File: src/rtl/tiled_mul_array.sv
module tiled_mul_array #(
  parameter int LANES = 5,
  parameter int OP_W  = 16,
  localparam int PROD_W = 2 * OP_W
) (
  input  logic              clk,
  input  logic              rst,
  input  logic              in_valid,
  input  logic [OP_W-1:0]   in_a,
  input  logic [OP_W-1:0]   in_b,
  output logic              out_valid,
  output logic [PROD_W-1:0] out_prod
);

  if (LANES < 2) begin : g_bad_lanes
    $error("tiled_mul_array: LANES must be at least 2");
  end

  logic                        src_valid;
  logic [OP_W-1:0]             src_a, src_b;
  logic [LANES-1:0]            phase;
  logic [LANES-1:0]            lane_valid;
  logic [LANES-1:0][OP_W-1:0]  lane_a, lane_b;
  logic [LANES-1:0][PROD_W-1:0] lane_prod;
  logic                        sel_valid;
  logic [PROD_W-1:0]           sel_prod;

  always_ff @(posedge clk) begin
    if (rst) src_valid <= 1'b0;
    else     src_valid <= in_valid;
    src_a <= in_a;
    src_b <= in_b;
  end

  always_ff @(posedge clk) begin
    if (rst) phase <= LANES'(1);
    else     phase <= {phase[LANES-2:0], phase[LANES-1]};
  end

  always_ff @(posedge clk) begin
    for (int k = 0; k < LANES; k++) begin
      if (rst)
        lane_valid[k] <= 1'b0;
      else if (phase[k])
        lane_valid[k] <= src_valid;
      if (phase[k]) begin
        lane_a[k] <= src_a;
        lane_b[k] <= src_b;
      end
    end
  end

  for (genvar k = 0; k < LANES; k++) begin : g_lane
    assign lane_prod[k] = PROD_W'(lane_a[k]) * PROD_W'(lane_b[k]);
  end

  always_comb begin
    sel_valid = 1'b0;
    sel_prod  = '0;
    for (int k = 0; k < LANES; k++) begin
      sel_valid = sel_valid | (phase[k] & lane_valid[k]);
      sel_prod  = sel_prod  | (lane_prod[k] & {PROD_W{phase[k]}});
    end
  end

  always_ff @(posedge clk) begin
    if (rst) out_valid <= 1'b0;
    else     out_valid <= sel_valid;
    out_prod <= sel_prod;
  end

endmodule


File: config.mk
export PLATFORM = sky130hd
export DESIGN_NAME = tiled_mul_array
export DESIGN_NICKNAME = d
export VERILOG_FILES = /design/src/rtl/tiled_mul_array.sv
export SDC_FILE = /design/constraint.sdc
export NUM_CORES = 2
export LEC_CHECK = 0
export ABC_CLOCK_PERIOD_IN_PS = 8500
export BUFFER_PORTS_ARGS = -buffer_cell sky130_fd_sc_hd__buf_2
export CAP_MARGIN = 20
export CORE_MARGIN = 3
export CORE_UTILIZATION = 65
export DETAILED_ROUTE_END_ITERATION = 6
export PLACE_DENSITY = 0.84
export RECOVER_POWER = 50
export REMOVE_ABC_BUFFERS = 1
export SLEW_MARGIN = 20
export SYNTH_ARGS = -nofsm -noshare
export SYNTH_HDL_FRONTEND = slang
export SYNTH_SLANG_ARGS = --single-unit
export TNS_END_PERCENT = 100
File: constraint.sdc
create_clock -name clk -period 8.5 [get_ports clk]
set_clock_uncertainty 0.2 [all_clocks]
set_input_delay 1.7 -clock clk [delete_from_list [all_inputs] [get_ports clk]]
set_output_delay 1.7 -clock clk [all_outputs]
set_load 0.1 [all_outputs]
==> metrics <==
vias in the first global route 40560; initial core utilization 65.75%; P_leak 26.00 nW; Mapped Area 50020 sq um; Filler cells 5771; Pre-Repair DR Iteration Count 7; global route total overflow 0; routed len/inst 22.03 um; final hold violations 0; CTS Buf Count 31; # rows 101; FFs w/ async S/R, synth 0%; CP max stage cell edfxtp_1; die footprint 80320 sq um; violated checks design-rule violations, max-capacitance violations, max-slew violations; post-route ant nets 0; Seq/Total Area, Yosys 12.65%; worst-margin pin slew 3.202 ns; CTS tree done; post-CTS setup buffers 0; Storage cell area 6330 sq um; Vias 38030; Total Power 19.33 mW; initial antenna violation count 22; synthesis-stage register bit count 236; synth warn 0; combinational share of power 84.0%; Resize count post-CTS 0; Pint 7.968 mW; Util after Layout 68.49%; core area 76080 sq um; EDFF count, synth 160; # IOs 68; GPL Wtd Cong 1.016; H-tree depth 1; Switching Fraction 58.78%; Clk pwr share 7.4%; share of power burned in registers 8.6%; Critical Path Sink Type flip-flop; Remaining DRCs 20; fraction of layout cells with a size suffix above 1 3.569%; hpwl dp 109600 um; pin count of the biggest net entering global routing 64; critical path's largest stage delay 0.88 ns; final setup vio count 0; # clock sinks 236; Worst Path Arrival 7.71 ns; Avg Cell Area, Syn 9.327 sq um; dominant synthesized flop cell edfxtp_1; RSZ-0062 raised after global routing no; crit path buf inv count 3; worst-skew pair later-pin latency 0.66 ns; Nets 6795; Hold Crit Class flip-flop to flip-flop; Psw 11.36 mW; area delta synth->final 4.155%; Die W 283.4 um; FF-to-FF path depth 19; Max Freq 134.7 MHz; Startpoint Class flip-flop; multi-input logic area 38480 sq um; final wirelength 139900 um; Worst VDD drop 0.6066 mV; Buffers on Ports 67; CP max FO 16; Hold Crit Depth 2; Syn Inst Count 5363; outcome complete, but fails checks; first-pass GRT wire length 224100 um; clock buffer depth 3; clock root buffer clkbuf_16; kind of critical path flip-flop to flip-flop; area leader, netlist fa_1; initial DRC count 3861; WP depth 19; Die H 283.4 um; period utilization 87.32%; Distinct cells, synth 96; CTS Hold Bufs 0; Critical Path RT 8.79 ns; maxcap violations 1; delay-heaviest family, CP adder cells; critical path's most frequent cell fa_1; Final Max Tran Viols 58; Clk pin slew, worst setup/hold paths 0.07 ns; TNS Setup 0 ns; Power Dens Cells 371.0 nW/um^2; top cells by area, synth fa_1 (39%), ha_1 (13%), edfxtp_1 (9.6%); Slew HR -113.4%; crit-path cells nand2_1 -> fa_1 -> fa_1 -> fa_1 -> fa_1 -> inv_1 -> fa_1 -> inv_1 -> fa_1 -> inv_1 -> ha_1 -> and4_4 -> a21o_1 -> a2111o_1 -> a21oi_1 -> o21ai_1 -> xor2_1 -> a222oi_1 -> o221ai_1; Vias/cell 5.987; Tot GR Track Use 35.92%; Yosys top cell area share 38.82%; fin crit period 7.422 ns
-- through the flow --
| step | setup slack (ns) | instances | cell area (sq um) | hold slack, ns |
|---|---|---|---|---|
| after floorplan | 2.327 | 5155 | 49230 | 0.2556 |
| after detailed placement | 1.351 | 6267 | 50970 | 0.2857 |
| final | 1.078 | 6351 | 52100 | 0.3035 |
| after global routing | 1.023 | 6331 | 52050 | 0.3283 |
| after CTS | 1.331 | 6325 | 52040 | 0.3024 |
| after global placement | 1.375 | 6267 | 50970 | 0.2748 |
-- worst min-delay path, cell delays in order (launching register included) --
cell	delay, ns
dfxtp_1	0.33
mux2i_1	0.07
nor2_1	0.07
-- power groups by stage --
stage | Combinational, mW | Clock (mW) | Sequential, mW
final | 16.2 | 1.43 | 1.66
after global routing | 17.5 | 1.48 | 1.65
after CTS | 15.8 | 1.44 | 1.63
after detailed placement | 15.6 | 0 | 1.65
after global placement | 15.4 | 0 | 1.65
after floorplan | 10.4 | 0 | 2.02
-- routing by layer --
metal  track usage [%]  share of wire (%)  up-vias
met3             9.004                 12      485
met2             56.56                 45     2269
li1                  -                  -    16280
met5                 0              0.076        -
met1             46.69                 37    18980
met4             17.96                5.9       14
-- cells in the final DEF (no fill, tap or decap), types with 20 or more instances in the layout --
cell          n
clkbuf_16    31
xor2_1       43
a21oi_1     125
nand3_1      39
edfxtp_1    160
and2_1      548
inv_1      1179
o21a_1       22
o21ai_0      66
a21o_1       45
nor3_1       20
diode_2      26
nand2_1     838
xnor2_1      77
fa_1        970
nand2b_1     21
dfxtp_1      73
o211ai_1     28
buf_2        67
ha_1        520
nor2_1       78
-- cells in the mapped netlist (8+ instances only) --
library cell and instances:
mux2i_1 16, xor2_1 43, ha_1 520, a22oi_1 18
a31oi_1 8, inv_1 1179, edfxtp_1 160, nand3_1 39
a222oi_1 18, or3_1 9, nor2_1 78, xnor2_1 77
clkbuf_1 192, nand4_1 19, nor3_1 20, o21ai_1 14
and2_1 548, o21a_1 22, o21ai_0 66, nand2_1 838
nand2b_1 21, dfxtp_1 76, a21oi_1 125, a211oi_1 13
and3_1 9, fa_1 970, o211ai_1 28, a21o_1 45
o21bai_1 13, o221ai_1 8, o2111ai_1 8, nor2b_1 13
-- area by class of cell --
| type | count | area share (%) |
|---|---|---|
| multi-input cells | 3740 | 73.85 |
| flip-flops and latches | 236 | 12.15 |
| inverters | 1179 | 8.494 |
| well taps | 1030 | 2.474 |
| clock buffers | 33 | 1.523 |
| repair buffers | 82 | 0.8525 |
| clock inverters | 25 | 0.5331 |
| diodes | 26 | 0.1249 |
-- state kept, by name, indices dropped and copies added (netlist names) --
name and flops:
lane_a 80, lane_b 80, out_prod 32, src_a 16, src_b 16, lane_valid 5, phase 5, out_valid 1
src_valid 1
-- kinds of logic (layout without fill, tap and decap cells) --
family                     Yosys count  in the layout  share of synthesized area, %
xor gates and xnor gates           120            120                         2.101
buffers and inverters             1387           1319                         10.44
and+or+nand+nor                   1635           1635                         15.87
muxes                               17             17                        0.3427
DFF                                236            236                         12.65
AOI/OAI and AO/OA                  478            478                         6.778
other                                0             26                             0
adders and majority gates         1490           1490                         51.83
-- final timing paths --
kind	from	end	slack, ns
worst max register to register	lane_b[1]	out_prod[22]	1.08
worst min register to register	lane_valid[4]	lane_valid[4]	0.30
worst min-delay path	lane_valid[4]	lane_valid[4]	0.30
worst max-delay path	lane_b[1]	out_prod[22]	1.08
No activity file was read; power rests on OpenSTA's default activity.
